<file path="config.mk">
export PLATFORM = sky130hd
export DESIGN_NAME = tmr_host_port
export DESIGN_NICKNAME = d
export VERILOG_FILES = /design/src/rtl/tmr_host_pkg.sv /design/src/rtl/tmr_cw_decode.sv /design/src/rtl/tmr_chan_regs.sv /design/src/rtl/tmr_rd_select.sv /design/src/rtl/tmr_host_port.sv
export SDC_FILE = /design/constraint.sdc
export NUM_CORES = 1
export LEC_CHECK = 0
export ABC_AREA = 0
export BUFFER_PORTS_ARGS = -buffer_cell sky130_fd_sc_hd__buf_2
export CAP_MARGIN = 5
export CORE_MARGIN = 2
export CORE_UTILIZATION = 56
export DETAILED_ROUTE_END_ITERATION = 10
export GPL_TIMING_DRIVEN = 0
export PLACE_DENSITY = 0.79
export SETUP_SLACK_MARGIN = 0.05
export SKIP_CTS_REPAIR_TIMING = 1
export SLEW_MARGIN = 20
export SYNTH_ARGS = -nofsm -noshare
export SYNTH_HDL_FRONTEND = slang
export SYNTH_SLANG_ARGS = --single-unit
export TNS_END_PERCENT = 30
</file>
<file path="constraint.sdc">
create_clock -name clk -period 3.9 [get_ports clk]
set_input_delay 1.17 -clock clk [delete_from_list [all_inputs] [get_ports clk]]
set_output_delay 1.17 -clock clk [all_outputs]
set_load 0.01 [all_outputs]
</file>
<file path="src/rtl/tmr_host_pkg.sv">
package tmr_host_pkg;

   typedef enum logic [1:0] {
      XFER_CAPTURE = 2'd0,
      XFER_LO      = 2'd1,
      XFER_HI      = 2'd2,
      XFER_WORD    = 2'd3
   } xfer_e;

   localparam logic [1:0] SEL_READBACK = 2'd3;
   localparam int         BYTE_W       = 8;

   typedef struct packed {
      logic       out_lvl;
      logic       rsvd;
      xfer_e      xfer;
      logic [2:0] mode;
      logic       bcd;
   } status_t;

endpackage

</file>
<file path="src/rtl/tmr_cw_decode.sv">
module tmr_cw_decode
   import tmr_host_pkg::*;
#(
   parameter int NCH = 3
) (
   input  logic           wr_en,
   input  logic           rd_en,
   input  logic [1:0]     addr,
   input  logic [7:1]     wdata,
   output logic [NCH-1:0] cfg_wr,
   output logic [NCH-1:0] cnt_cap,
   output logic [NCH-1:0] sts_cap,
   output logic [NCH-1:0] data_wr,
   output logic [NCH-1:0] data_rd
);

   logic       is_ctl;
   logic [1:0] sel;
   logic [1:0] xfer;

   assign is_ctl = wr_en && (addr == SEL_READBACK);
   assign sel    = wdata[7:6];
   assign xfer   = wdata[5:4];

   for (genvar i = 0; i < NCH; i++) begin : g_ch
      logic direct;
      logic rback;
      assign direct     = is_ctl && (sel == 2'(i));
      assign rback      = is_ctl && (sel == SEL_READBACK) && wdata[i+1];
      assign cfg_wr[i]  = direct && (xfer != XFER_CAPTURE);
      assign cnt_cap[i] = (direct && (xfer == XFER_CAPTURE)) || (rback && !wdata[5]);
      assign sts_cap[i] = rback && !wdata[4];
      assign data_wr[i] = wr_en && (addr == 2'(i));
      assign data_rd[i] = rd_en && (addr == 2'(i));
   end

endmodule

</file>
<file path="src/rtl/tmr_chan_regs.sv">
module tmr_chan_regs
   import tmr_host_pkg::*;
#(
   parameter int CW = 16
) (
   input  logic          clk,
   input  logic          rst_n,
   input  logic          cfg_wr,
   input  logic          cnt_cap,
   input  logic          sts_cap,
   input  logic          data_wr,
   input  logic          data_rd,
   input  logic [7:0]    wbyte,
   input  logic [CW-1:0] live,
   input  logic          out_lvl,
   output xfer_e         xfer,
   output logic [2:0]    mode,
   output logic          bcd,
   output logic          load_stb,
   output logic [CW-1:0] load_val,
   output logic [7:0]    rd_byte
);

   localparam int BW = CW / 2;

   xfer_e         xfer_q;
   logic [2:0]    mode_q;
   logic          bcd_q;
   logic          wr_hi_q;
   logic          rd_hi_q;
   logic [BW-1:0] wlo_q;
   xfer_e         cap_q;      // XFER_CAPTURE here means nothing frozen
   logic [CW-1:0] cap_val_q;
   logic          sts_vld_q;
   status_t       sts_q;
   logic          ld_q;
   logic [CW-1:0] ld_val_q;

   logic [BW-1:0] cap_lo, cap_hi, live_lo, live_hi;
   assign cap_lo  = cap_val_q[BW-1:0];
   assign cap_hi  = cap_val_q[CW-1:BW];
   assign live_lo = live[BW-1:0];
   assign live_hi = live[CW-1:BW];

   always_comb begin
      if (sts_vld_q) begin
         rd_byte = sts_q;
      end else if (cap_q != XFER_CAPTURE) begin
         rd_byte = (cap_q == XFER_HI) ? cap_hi : cap_lo;
      end else begin
         unique case (xfer_q)
            XFER_HI:   rd_byte = live_hi;
            XFER_WORD: rd_byte = rd_hi_q ? live_hi : live_lo;
            default:   rd_byte = live_lo;
         endcase
      end
   end

   always_ff @(posedge clk) begin
      if (!rst_n) begin
         xfer_q    <= XFER_WORD;
         mode_q    <= 3'd3;
         bcd_q     <= 1'b0;
         wr_hi_q   <= 1'b0;
         rd_hi_q   <= 1'b0;
         wlo_q     <= '0;
         cap_q     <= XFER_CAPTURE;
         cap_val_q <= '0;
         sts_vld_q <= 1'b0;
         sts_q     <= '0;
         ld_q      <= 1'b0;
         ld_val_q  <= '0;
      end else begin
         ld_q <= 1'b0;
         if (cfg_wr) begin
            xfer_q  <= xfer_e'(wbyte[5:4]);
            mode_q  <= wbyte[3:1];
            bcd_q   <= wbyte[0];
            wr_hi_q <= 1'b0;
            rd_hi_q <= 1'b0;
         end else if (data_wr) begin
            unique case (xfer_q)
               XFER_HI: begin
                  ld_q     <= 1'b1;
                  ld_val_q <= {wbyte, {BW{1'b0}}};
               end
               XFER_WORD: begin
                  if (!wr_hi_q) begin
                     wlo_q   <= wbyte;
                     wr_hi_q <= 1'b1;
                  end else begin
                     ld_q     <= 1'b1;
                     ld_val_q <= {wbyte, wlo_q};
                     wr_hi_q  <= 1'b0;
                  end
               end
               default: begin
                  ld_q     <= 1'b1;
                  ld_val_q <= {{BW{1'b0}}, wbyte};
               end
            endcase
         end
         if (data_rd) begin
            if (sts_vld_q) begin
               sts_vld_q <= 1'b0;
            end else if (cap_q != XFER_CAPTURE) begin
               cap_q <= (cap_q == XFER_WORD) ? XFER_HI : XFER_CAPTURE;
            end else if (xfer_q == XFER_WORD) begin
               rd_hi_q <= !rd_hi_q;
            end
         end
         if (cnt_cap && (cap_q == XFER_CAPTURE)) begin
            cap_val_q <= live;
            cap_q     <= xfer_q;
         end
         if (sts_cap && !sts_vld_q) begin
            sts_q     <= '{out_lvl: out_lvl, rsvd: 1'b0, xfer: xfer_q,
                           mode: mode_q, bcd: bcd_q};
            sts_vld_q <= 1'b1;
         end
      end
   end

   assign xfer     = xfer_q;
   assign mode     = mode_q;
   assign bcd      = bcd_q;
   assign load_stb = ld_q;
   assign load_val = ld_val_q;

endmodule

</file>
<file path="src/rtl/tmr_rd_select.sv">
module tmr_rd_select #(
   parameter int NCH = 3
) (
   input  logic [1:0]           addr,
   input  logic [NCH-1:0][7:0]  ch_bytes,
   output logic [7:0]           rdata
);

   always_comb begin
      rdata = '0;
      for (int i = 0; i < NCH; i++) begin
         if (addr == 2'(i)) rdata = ch_bytes[i];
      end
   end

endmodule

</file>
<file path="src/rtl/tmr_host_port.sv">
module tmr_host_port
   import tmr_host_pkg::*;
#(
   parameter int NCH = 3,
   parameter int CW  = 16
) (
   input  logic               clk,
   input  logic               rst_n,
   input  logic [1:0]         bus_addr,
   input  logic               bus_wr,
   input  logic               bus_rd,
   input  logic [7:0]         bus_wdata,
   output logic [7:0]         bus_rdata,
   input  logic [NCH*CW-1:0]  live_cnt,
   input  logic [NCH-1:0]     chan_out,
   output logic [NCH-1:0]     load_stb,
   output logic [NCH*CW-1:0]  load_val,
   output logic [NCH*3-1:0]   chan_mode,
   output logic [NCH-1:0]     chan_bcd
);

   if (NCH < 1 || NCH > 3) begin : g_bad_nch
      $error("tmr_host_port: NCH must be 1..3, address 3 is the control port");
   end
   if (CW != 2 * BYTE_W) begin : g_bad_cw
      $error("tmr_host_port: CW must be two bus bytes");
   end

   logic [NCH-1:0]       cfg_wr, cnt_cap, sts_cap, data_wr, data_rd;
   logic [NCH-1:0][7:0]  ch_bytes;
   logic [2*NCH-1:0]     xfer_bus;

   tmr_cw_decode #(.NCH(NCH)) u_dec (
      .wr_en   (bus_wr),
      .rd_en   (bus_rd),
      .addr    (bus_addr),
      .wdata   (bus_wdata[7:1]),
      .cfg_wr  (cfg_wr),
      .cnt_cap (cnt_cap),
      .sts_cap (sts_cap),
      .data_wr (data_wr),
      .data_rd (data_rd)
   );

   for (genvar i = 0; i < NCH; i++) begin : g_ch
      xfer_e xf;
      tmr_chan_regs #(.CW(CW)) u_regs (
         .clk      (clk),
         .rst_n    (rst_n),
         .cfg_wr   (cfg_wr[i]),
         .cnt_cap  (cnt_cap[i]),
         .sts_cap  (sts_cap[i]),
         .data_wr  (data_wr[i]),
         .data_rd  (data_rd[i]),
         .wbyte    (bus_wdata),
         .live     (live_cnt[i*CW +: CW]),
         .out_lvl  (chan_out[i]),
         .xfer     (xf),
         .mode     (chan_mode[i*3 +: 3]),
         .bcd      (chan_bcd[i]),
         .load_stb (load_stb[i]),
         .load_val (load_val[i*CW +: CW]),
         .rd_byte  (ch_bytes[i])
      );
      assign xfer_bus[2*i +: 2] = xf;
   end

   tmr_rd_select #(.NCH(NCH)) u_rsel (
      .addr     (bus_addr),
      .ch_bytes (ch_bytes),
      .rdata    (bus_rdata)
   );

endmodule

</file>
=== After elaboration in Yosys (flattened, before gate mapping) ===
Cells that the tools add are included.

* Register bits: 177
* Output and inout port bits: 71
* Logic and storage cells: 228

* Equal/unequal tests: 24
* Multiplexer cells: 69
* Bitwise operators: 10
* Reductions and logical operators: 80

{| class="wikitable"
|+ Operators with widths
! operator !! number
|-
| $mux 8 || 15
|-
| $pmux 16 s2 || 3
|-
| $mux 16 || 3
|-
| $pmux 8 s2 || 3
|-
| $eq 2x2->1 const B || 16
|-
| $logic_and 1x1->1 || 32
|-
| $mux 1 || 30
|-
| $mux 2 || 15
|-
| $reduce_bool 2->1 || 13
|-
| $reduce_and 3->1 || 6
|-
| $logic_not 2->1 || 6
|-
| $reduce_and 4->1 || 3
|-
| $not 1->1 || 10
|-
| $reduce_or 3->1 || 3
|-
| $logic_not 1->1 || 8
|-
| $ne 2x1->1 const B || 3
|-
| $ne 2x2->1 const B || 3
|-
| $reduce_and 2->1 || 3
|-
| $reduce_or 2->1 || 3
|-
| $eq 2x1->1 const B || 2
|-
| $logic_or 1x1->1 || 3
|}

=== Longest topological paths before layout ===
Gate-level depths: netlist of run 1.

* Depth in word-level cells: 9
* Depth in mapped cells: 9
* Depth with buffers taken out: 5

=== Cells and area by module ===
A second synthesis of run 1 with hierarchy kept.

* Cells, all modules: 1006
* Area total of the unflattened synthesis: 8348.0 um^2

{| class="wikitable"
|+ Modules (own cells, without submodules)
! module !! instances !! cells an instance !! area an instance (um^2)
|-
| tmr_chan_regs || 3 || 319 || 2653.8
|-
| tmr_rd_select || 1 || 20 || 197.7
|-
| tmr_cw_decode || 1 || 29 || 188.9
|}

=== Worst setup path before layout of run 1 ===
OpenSTA, ideal clock, no wires.

* Kind: input-to-output
* Start point: in bus_addr[0]
* End point: out bus_rdata[0]
* Arrival: 2488 ps
* Data required time: 2730 ps
* Path slack: 242 ps
* Cell stages on the path: 6
* Cell sequence: buf_2 > buf_2 > nor3_1 > and3_1 > nor4_1 > a311oi_1

* Cells in the longest elaborated chain, start to end: 4

{| class="wikitable"
|+ Ends and longest elaborated chain
! element !! line !! text
|-
| start: declaration || tmr_host_port.sv:9 || <nowiki>input logic [1:0] bus_addr,</nowiki>
|-
| $logic_not 2->1 || tmr_rd_select.sv:12 || <nowiki>if (addr == 2'(i)) rdata = ch_bytes[i];</nowiki>
|-
| $mux 8 (2 in a row) || tmr_rd_select.sv:12 ||
|-
| $mux 8 * || tmr_rd_select.sv:12 ||
|-
| end: declaration || tmr_host_port.sv:13 || <nowiki>output logic [7:0] bus_rdata,</nowiki>
|}

Mark *: on every way between the ends. The rest lies on a longest branch, timed or not.

=== Worst setup path after layout of run 1 ===
* Start point: in bus_addr[1]
* End point: out bus_rdata[0]

Same word-level chain as after synthesis.

==> results of run 1 <==
## state kept, by name (all words and copies together) (netlist names)
name	flops
g_ch.u_regs.xfer	6
g_ch.u_regs.wr_hi_q	3
g_ch.u_regs.load_stb	3
g_ch.u_regs.cap_q	6
g_ch.u_regs.load_val	48
g_ch.u_regs.sts_q	21
g_ch.u_regs.cap_val_q	48
g_ch.u_regs.mode	9
g_ch.u_regs.wlo_q	24
g_ch.u_regs.rd_hi_q	3
g_ch.u_regs.bcd	3
g_ch.u_regs.sts_vld_q	3
## metal layers
layer / vias up / global-route usage, %
met5: - / 0
met4: 0 / 12.1
met3: 60 / 6.64
li1: 3641 / -
met2: 384 / 51.6
met1: 3699 / 42.5
## cell type report
class	instances	area [um^2]	share of cell area [%]
clock inverter	14	129	1.33
tap	180	225	2.33
inverter	22	82.6	0.854
buffer	93	459	4.75
sequential	177	3540	36.7
clock buffer	18	439	4.54
multi-input combinational	658	4120	42.6
timing repair buffer	131	667	6.90
## Yosys cell counts (3+ instances only)
cell type / count / area (um^2)
dfxtp_1: 177 / 3540
nor2_1: 146 / 548
mux2i_1: 93 / 931
nand2_1: 90 / 338
clkbuf_1: 59 / 221
a21oi_1: 56 / 280
nand3_1: 30 / 150
nor3_1: 27 / 135
a221oi_1: 23 / 201
o21ai_0: 21 / 105
inv_1: 20 / 75.1
nand2b_1: 19 / 119
and3_1: 17 / 106
buf_4: 17 / 128
buf_2: 16 / 80.1
a31oi_1: 14 / 87.6
a221o_1: 13 / 130
a311oi_1: 11 / 96.3
a21boi_0: 9 / 67.6
and3b_1: 8 / 70.1
a211oi_1: 7 / 52.6
a21o_1: 7 / 52.6
nor4_1: 7 / 43.8
o221ai_1: 7 / 61.3
o311a_1: 7 / 70.1
nor2b_1: 5 / 31.3
nor3b_1: 4 / 30.0
o21a_1: 4 / 30.0
a22oi_1: 3 / 22.5
and2_1: 3 / 18.8
o211ai_1: 3 / 22.5
or2_1: 3 / 18.8
## worst register-to-register path, stage by stage, from the launching register on
cell      delay (ps)
dfxtp_1          320
clkbuf_1         380
nor2_1           130
nand3_1          110
buf_2            280
buf_4            280
mux2i_1          220
nor2_1            60
## power groups by stage
stage               logic (W)  clock network, W  registers (W)
floorplan            0.000197                 0        0.00189
global placement     0.000333                 0        0.00189
detailed placement   0.000338                 0        0.00189
CTS                  0.000340           0.00167        0.00185
global route         0.000393           0.00175        0.00185
finish               0.000368           0.00167        0.00185
## worst max path at each step
stage                         endpoint  depth (start not counted)         from  slack, ps
after floorplan           bus_rdata[0]                          6  bus_addr[0]        240
after global placement    bus_rdata[1]                          7  bus_addr[0]       -170
after detailed placement  bus_rdata[6]                          8  bus_addr[0]       -180
after CTS                 bus_rdata[3]                          7  bus_addr[0]       -210
after global routing      bus_rdata[0]                          6  bus_addr[1]        -30
final                     bus_rdata[0]                          6  bus_addr[1]         20
## metrics by stage
| stage | total power, W | setup TNS [ps] |
|---|---|---|
| 2_1_floorplan | 0.00209 | 0 |
| 6_report | 0.00388 | 0 |
| 3_3_place_gp | 0.00222 | -1180 |
| 3_5_place_dp | 0.00223 | -1250 |
| 5_1_grt | 0.00400 | -29.8 |
| 4_1_cts | 0.00386 | -1390 |
## cell families (layout without fill, tap and decap cells)
family | after synthesis | after routing | synth area share, %
xor gates and xnor gates | 1 | 1 | 0.108
DFF | 177 | 177 | 43.8
muxes | 94 | 94 | 11.7
buffers and inverters | 116 | 278 | 6.51
and+or+nand+nor | 370 | 370 | 21.3
AOI/OAI and AO/OA | 193 | 193 | 16.6
==> impl_metrics.toml, run 1 <==
[run_status]
outcome = "finished, final reports clean"

[clock_tree]
htreeDepth = 4
cts_root_buffer = "clkbuf_16"
cts.clk_slew.worst_paths_ps = 70
cts_tree = "done"
cts_buffers = 17
cts.sink_count = 177
clk_latency_ps = 440
cts_buffer_depth = 2

[finish]
fill_cells = 1198
final_cells = 1293
nNetsFinal = 1165
area_growth_pct = 19.6
fin_util_pct = 69.1
diodes = 0
layout.cells.most_common = "dfxtp_1"
drive_gt1_share_pct = 20.0
final_cell_mix = "dfxtp_1 (176), nor2_1 (146), buf_2 (142), mux2i_1 (93), nand2_1 (89)"
fin_area_um2 = 9670

[drt]
drtIter0Drc = 764
ant_nets = 0
wire_per_inst_um = 19.1
wl_met1_um = 10400
via_count = 7784
avgViaCountPerCell = 6.02
wl_met3_um = 2040
dr.max_layer_used = "met4"
routed_wl_um = 24700
wl_met2_um = 11700
drcViolationCount = 0
dr.pass1.iters = 8

[worst_hold_path]
worstHoldPathType = "flip-flop to flip-flop"
worstHoldPathCells = 2
worstHoldEndpoint = "g_ch[1].u_regs.load_val[11]"
hp-start = "g_ch[1].u_regs.load_val[11]"

[critical_path]
path_delay_family = "simple AND/OR/NAND/NOR gates"
r2r_slack_ps = 1990
crit_type = "input pin to primary output"
critPathRequiredTime_ps = 2730
timing.rr.start = "g_ch[0].u_regs.cap_q[1]"
arrival_ps = 2710
crit_chain = "buf_6 -> nand2b_1 -> o221ai_1 -> nor4_2 -> a311oi_1 -> buf_2"
cp_slowest_cell = "nor4_2"
r2r_end = "g_ch[0].u_regs.cap_val_q[14]"
cp-start-kind = "input pin"
cp_max_fo = 9
critPathCaptureType = "primary output"
critPathMaxStageDelay_ps = 520
rr_worst_depth = 7
critPathBufInv = 2

[placement]
place_ws_ps = -178
io_buffers = 128
hpwlAfterDp_um = 17500
postPlaceCellArea_um2 = 8950
numPlacedInstances = 1259
place_congestion = 0.919

[sta]
drv_slew = 0
setup_ws_ps = 22.7
worst_pin_slew_ps = 817
whs_ps = 448
rsz0062_at_grt = "yes"
finClkSkew_ps = 5.98
relSlewSlack_pct = 45.5
min_period_ps = 3880
period_share_pct = 99.4
setup_violations = 0
finalHoldViolCount = 0
fmax_mhz = 258

[floorplan]
ios = 136
die_h_um = 124
initial_utilization_pct = 57.8
rows = 43
core_area_um2 = 14000
die_w_um = 124
dieArea_um2 = 15400

[power]
leakagePower_nw = 3.98
power_density_nw_per_um2 = 402
p_int_w = 0.00287
net-switching-power_w = 0.00101
seq_power_share_pct = 47.6
vdd_drop_max_mv = 0.310
pwr-share-clk_pct = 42.9
comb_power_share_pct = 9.5
switching_share_pct = 26.0

[synthesis]
avgSynthCellArea_um2 = 8.50
synth_fp_nets = 1016
ys.flop_type = "dfxtp_1"
synth_area_um2 = 8090
ys_types = 51
synth_edf_count = 0
synthArstFlopShare_pct = 0
synth-seq-cells = 177
synthCells = 951
yosysWarnings = 0
synth-seq-area-share_pct = 43.8

[run]
drv_cap = 0

[grt]
track_usage_pct = 32.1
grt_max_degree = 17
grt-ovfl-total = 0
grt_first_pass_wirelength_um = 37800
grt_pass1_vias = 7392
antenna_found_initial = 0
Power figures use the tool's default switching activity.
==> inputs of run 2 (changes only) <==
Settings changed: ABC_AREA 0 to 1, CTS_CLUSTER_DIAMETER set to 100, PLACE_DENSITY 0.79 to 0.8.
==> run 2 against run 1 <==
  * Critical path depth rose by 2
  * Utilization fell by 0.86 points
  * Via count rose by 1.7%
  * Largest power group unchanged
  * First-iteration DRC count rose by 8.8%
  * Final area fell by 1.6%
  * Sequential share of layout area rose by 0.59 points
  * Global-route usage fell by 0.49 points
  * Clock skew barely moved
  * Wire length fell by 3.5%
  * Worst hold slack improved by 12 ps
==> impl_metrics.toml, run 2 <==
[run_status]
outcome = "finished, final reports clean"

[drt]
dr.pass1.iters = 6
dr.max_layer_used = "met4"
routed_wl_um = 23800
wl_met1_um = 9740
avgViaCountPerCell = 5.77
wire_per_inst_um = 17.4
wl_met3_um = 2370
via_count = 7914
drtIter0Drc = 831
drcViolationCount = 0
wl_met2_um = 11100
ant_nets = 0

[finish]
layout.cells.most_common = "dfxtp_1"
drive_gt1_share_pct = 24.5
area_growth_pct = 19.0
final_cells = 1372
diodes = 0
final_cell_mix = "dfxtp_1 (177), nand2_1 (164), buf_2 (140), a21oi_1 (109), o21ai_0 (96)"
nNetsFinal = 1244

[power]
leakagePower_nw = 3.88
p_total_w = 0.00407
vdd_drop_max_mv = 0.352
power_density_nw_per_um2 = 428

[placement]
io_buffers = 131
place_congestion = 0.935
hpwlAfterDp_um = 16500
numPlacedInstances = 1340
place_ws_ps = 369

[grt]
track_usage_pct = 31.6
grt_max_degree = 17
grt-ovfl-total = 0
grt_pass1_vias = 7281
antenna_found_initial = 0
grt_first_pass_wirelength_um = 36800

[synthesis]
yosys-top-cells-area = "dfxtp_1 (44%), nand2_1 (7.7%), a21oi_1 (6.8%), o21ai_0 (6.0%), nand3_1 (5.0%)"
ys_types = 40
synth_most_common_cell = "dfxtp_1"
netlist.area_leader.share_pct = 44.3
netlist.top_cell.by_area = "dfxtp_1"
synth-seq-area-share_pct = 44.3
yosysWarnings = 0
synth_area_um2 = 8000
synthArstFlopShare_pct = 0
synthCells = 1029
avgSynthCellArea_um2 = 7.77
yosys-top-cells-count = "dfxtp_1 (177), nand2_1 (164), a21oi_1 (109), o21ai_0 (96), nand3_1 (80)"
synth_edf_count = 0
synth-seq-cells = 177
synth_fp_nets = 1094
ys.flop_type = "dfxtp_1"

[critical_path]
arrival_ps = 2430
cp-start-kind = "flip-flop"
critPathCaptureType = "primary output"
crit_type = "flip-flop to primary output"
critPathRequiredTime_ps = 2730
cp_max_fo = 9
r2r_slack_ps = 2280
rr_worst_depth = 7

[run]
drv_cap = 0

[floorplan]
dieArea_um2 = 15200
core_area_um2 = 13900
initial_utilization_pct = 57.4
rows = 43
die_h_um = 123
ios = 136
die_w_um = 123

[sta]
whs_ps = 460
drv_slew = 0
finalHoldViolCount = 0
finClkSkew_ps = 6.10
fmax_mhz = 278
period_share_pct = 92.3
setup_tns_ps = 0
setup_violations = 0
setup_ws_ps = 300
worst_pin_slew_ps = 802
min_period_ps = 3600
rsz0062_at_grt = "no"
relSlewSlack_pct = 46.5

[clock_tree]
htreeDepth = 4
cts.clk_slew.worst_paths_ps = 70
clk_latency_ps = 440
cts.sink_count = 177
cts_root_buffer = "clkbuf_16"
cts_tree = "done"
cts_buffer_depth = 2
cts_buffers = 17

[worst_hold_path]
worstHoldPathCells = 2
worstHoldPathType = "flip-flop to flip-flop"
run 2: cell count changes after synthesis, sizes merged, moves of 39 or more:
| cell | previous run | this run |
|---|---|---|
| o21ai | 23 | 139 |
| mux2i | 93 | 0 |
| nand2 | 91 | 178 |
| nor2 | 146 | 62 |
| a21oi | 56 | 130 |
| inv | 20 | 94 |
| nand3 | 31 | 86 |
| clkbuf | 59 | 20 |
run 2: layout make-up:
type / instances / area (um^2)
buffer: 53 / 332
clock buffer: 20 / 457
clock inverter: 12 / 179
fill: 1150 / 4420
inverter: 109 / 415
multi-input combinational: 690 / 3700
sequential: 177 / 3540
tap: 180 / 225
timing repair buffer: 131 / 656
run 2: critical path, cell delays in order, from the launching register on:
cell	delay, ps
dfxtp_1	400
inv_1	80
o21ai_1	530
inv_1	320
nand2_1	120
nand3_1	70
o211ai_1	150
nand3_1	150
buf_2	170
run 2: layer usage:
layer	track usage, %	vias to the layer above
li1	-	3815
met1	41.4	3661
met2	50.9	389
met3	7.93	49
met4	10.7	0
met5	0	-
run 2: worst paths after layout:
check / from / end
max: g_ch[1].u_regs.xfer[0] / bus_rdata[6]
min: g_ch[0].u_regs.sts_q[1] / g_ch[0].u_regs.sts_q[1]
max reg2reg: g_ch[0].u_regs.cap_q[0] / g_ch[0].u_regs.cap_val_q[10]
min reg2reg: g_ch[0].u_regs.sts_q[1] / g_ch[0].u_regs.sts_q[1]
run 2: logic make-up after synthesis:
group                  after synthesis  synth area share (%)
AO/OA/AOI/OAI                      351                  26.0
buffers and inverters              162                  9.34
flip-flops                         177                  44.3
AND/OR/NAND/NOR                    339                  20.4
run 2: per-stage QoR:
stage                     area [um^2]  util (%)
after global placement           8880      63.7
after CTS                        9510      68.3
after global routing             9510      68.3
after detailed placement         8880      63.7
after floorplan                  8000         -
final                            9510      68.3
run 2: report_power, final:
group	leakage [nW]	internal [W]	switching (W)
sequential	1.43	0.00184	0.0000194
combinational	2.15	0.000116	0.000256
clock	0.303	0.00111	0.000725
==> inputs of run 3 (changes only) <==
Settings changed: CORE_UTILIZATION 56 to 51, PLACE_DENSITY 0.8 to 0.76, REMOVE_ABC_BUFFERS set to 1.
Clock period 3.9 ns to 3.08 ns, I/O delays scaled along.
==> run 3 against run 2 <==
  * Global-route usage decreased by 5.2 points
  * First-iteration DRC count decreased by 29%
  * Final area decreased by 0.95%
  * Setup slack got worse by 200 ps
  * Clock power increased by 24%
  * Sequential cell count unchanged
  * Non-clock buffer count decreased by 38
  * Critical path type is now input pin to primary output
  * Clock skew increased by 4.4 ps
  * Wire length decreased by 7.4%
  * Worst hold slack got worse by 5.8 ps
  * Critical endpoint unchanged
==> impl_metrics.toml, run 3 (synthesis results as in run 2) <==
[run_status]
outcome = "finished, final reports clean"

[clock_tree]
cts_buffer_depth = 2
cts.sink_count = 177
cts_tree = "done"
htreeDepth = 4
clk_latency_ps = 440
cts.clk_slew.worst_paths_ps = 60
cts_root_buffer = "clkbuf_16"
cts_buffers = 17

[power]
p_total_w = 0.00509
vdd_drop_max_mv = 0.416
net-switching-power_w = 0.00125
pwr-share-clk_pct = 44.7
seq_power_share_pct = 46.4
leakagePower_nw = 3.78
comb_power_share_pct = 8.9
power_density_nw_per_um2 = 540
p_int_w = 0.00384
switching_share_pct = 24.6

[grt]
grt_first_pass_wirelength_um = 34700
grt_max_degree = 71
grt_pass1_vias = 6666
grt-ovfl-total = 0
track_usage_pct = 26.4
antenna_found_initial = 1

[drt]
dr.pass1.iters = 5
ant_nets = 0
routed_wl_um = 22100
drtIter0Drc = 591
drcViolationCount = 0
wire_per_inst_um = 16.1
avgViaCountPerCell = 5.47
via_count = 7475

[critical_path]
crit_chain = "buf_2 -> inv_2 -> nor2_4 -> o21ai_0 -> nor2_1 -> o211ai_1 -> nand3_1 -> buf_2"
arrival_ps = 2060
cp-start-kind = "input pin"
path_delay_family = "simple AND/OR/NAND/NOR gates"
critPathCaptureType = "primary output"
cp_max_fo = 4
crit_type = "input pin to primary output"
crit_top_cell = "buf_2"
cp_slowest_cell = "o211ai_1"
critPathRequiredTime_ps = 2160
critPathBufInv = 3
critPathMaxStageDelay_ps = 200

[finish]
fill_cells = 1387
final_cell_mix = "dfxtp_1 (175), nand2_1 (160), buf_2 (134), a21oi_1 (109), o21ai_0 (96)"
final_cells = 1366
drive_gt1_share_pct = 25.3
area_growth_pct = 17.8
fin_util_pct = 61.7
layout.cells.most_common = "dfxtp_1"
nNetsFinal = 1207

[sta]
rsz0062_at_grt = "no"
finalHoldViolCount = 0
setup_tns_ps = 0
fmax_mhz = 335
worst_pin_slew_ps = 833
setup_violations = 0
drv_slew = 0
period_share_pct = 96.9
min_period_ps = 2980
relSlewSlack_pct = 44.4
finClkSkew_ps = 10.5

[placement]
place_congestion = 0.826
hpwlAfterDp_um = 14400
io_buffers = 135
numPlacedInstances = 1323

[floorplan]
core_area_um2 = 15300
die_w_um = 129
initial_utilization_pct = 52.4
die_h_um = 129
rows = 45
dieArea_um2 = 16700
ios = 136

[worst_hold_path]
worstHoldPathType = "flip-flop to flip-flop"

[run]
drv_cap = 0
[run 3: cell count changes in the layout (fill, tap and decap cells not counted), sizes merged]
cell    previous run  this run
clkinv            18        20
o21ai            139       140
inv               96        95
diode              0         1
buf              164       146
clkbuf            40        18
[run 3: final cells by class]
type                       count  area (um^2)  area share [%]
timing repair buffer         146          797            8.46
inverter                     109          430            4.57
clock inverter                13          188            1.99
antenna                        1         2.50          0.0266
sequential                   177         3550            37.6
tap                          211          264            2.80
clock buffer                  18          429            4.56
multi-input combinational    691         3760            40.0
[run 3: worst reg2reg max path, cell delays in order (launching register included)]
cell and delay (ps):
dfxtp_1 350, inv_2 190, nand2_2 130, nor2_2 650
nand2_4 300, o21ai_2 120, nand2_1 70, a21oi_1 120
[run 3: worst paths after layout]
path / from / endpoint / slack [ps] / cells after the start
max: bus_addr[0] / bus_rdata[6] / 100 / 8
max reg2reg: g_ch[0].u_regs.cap_q[0] / g_ch[0].u_regs.cap_q[1] / 1040 / 7
min reg2reg: g_ch[1].u_regs.sts_q[7] / g_ch[1].u_regs.sts_q[7] / 450 / 2
min: g_ch[1].u_regs.sts_q[7] / g_ch[1].u_regs.sts_q[7] / 450 / 2
[run 3: metrics by stage]
stage | instance area, um^2 | setup WS [ps] | hold slack [ps]
final | 9420 | 95.6 | 454
after detailed placement | 8640 | 69.0 | 444
after floorplan | 7660 | 641 | 429
after CTS | 9260 | -243 | 453
after global routing | 9420 | 58.0 | 465
after global placement | 8600 | -2340 | 441
[run 3: layer usage]
metal	share of wire (%)	track usage, %	vias up
met5	0	0	-
met4	1.3	7.61	0
met3	9.1	7.35	21
met2	46	40.9	297
met1	44	36.3	3414
li1	-	-	3743
[run 3: power by group through the flow]
stage	Clock, W	Sequential (W)	Combinational [W]
finish	0.00227	0.00236	0.000454
global route	0.00239	0.00236	0.000500
CTS	0.00229	0.00236	0.000435
detailed placement	0	0.00241	0.000432
global placement	0	0.00241	0.000426
floorplan	0	0.00241	0.000229
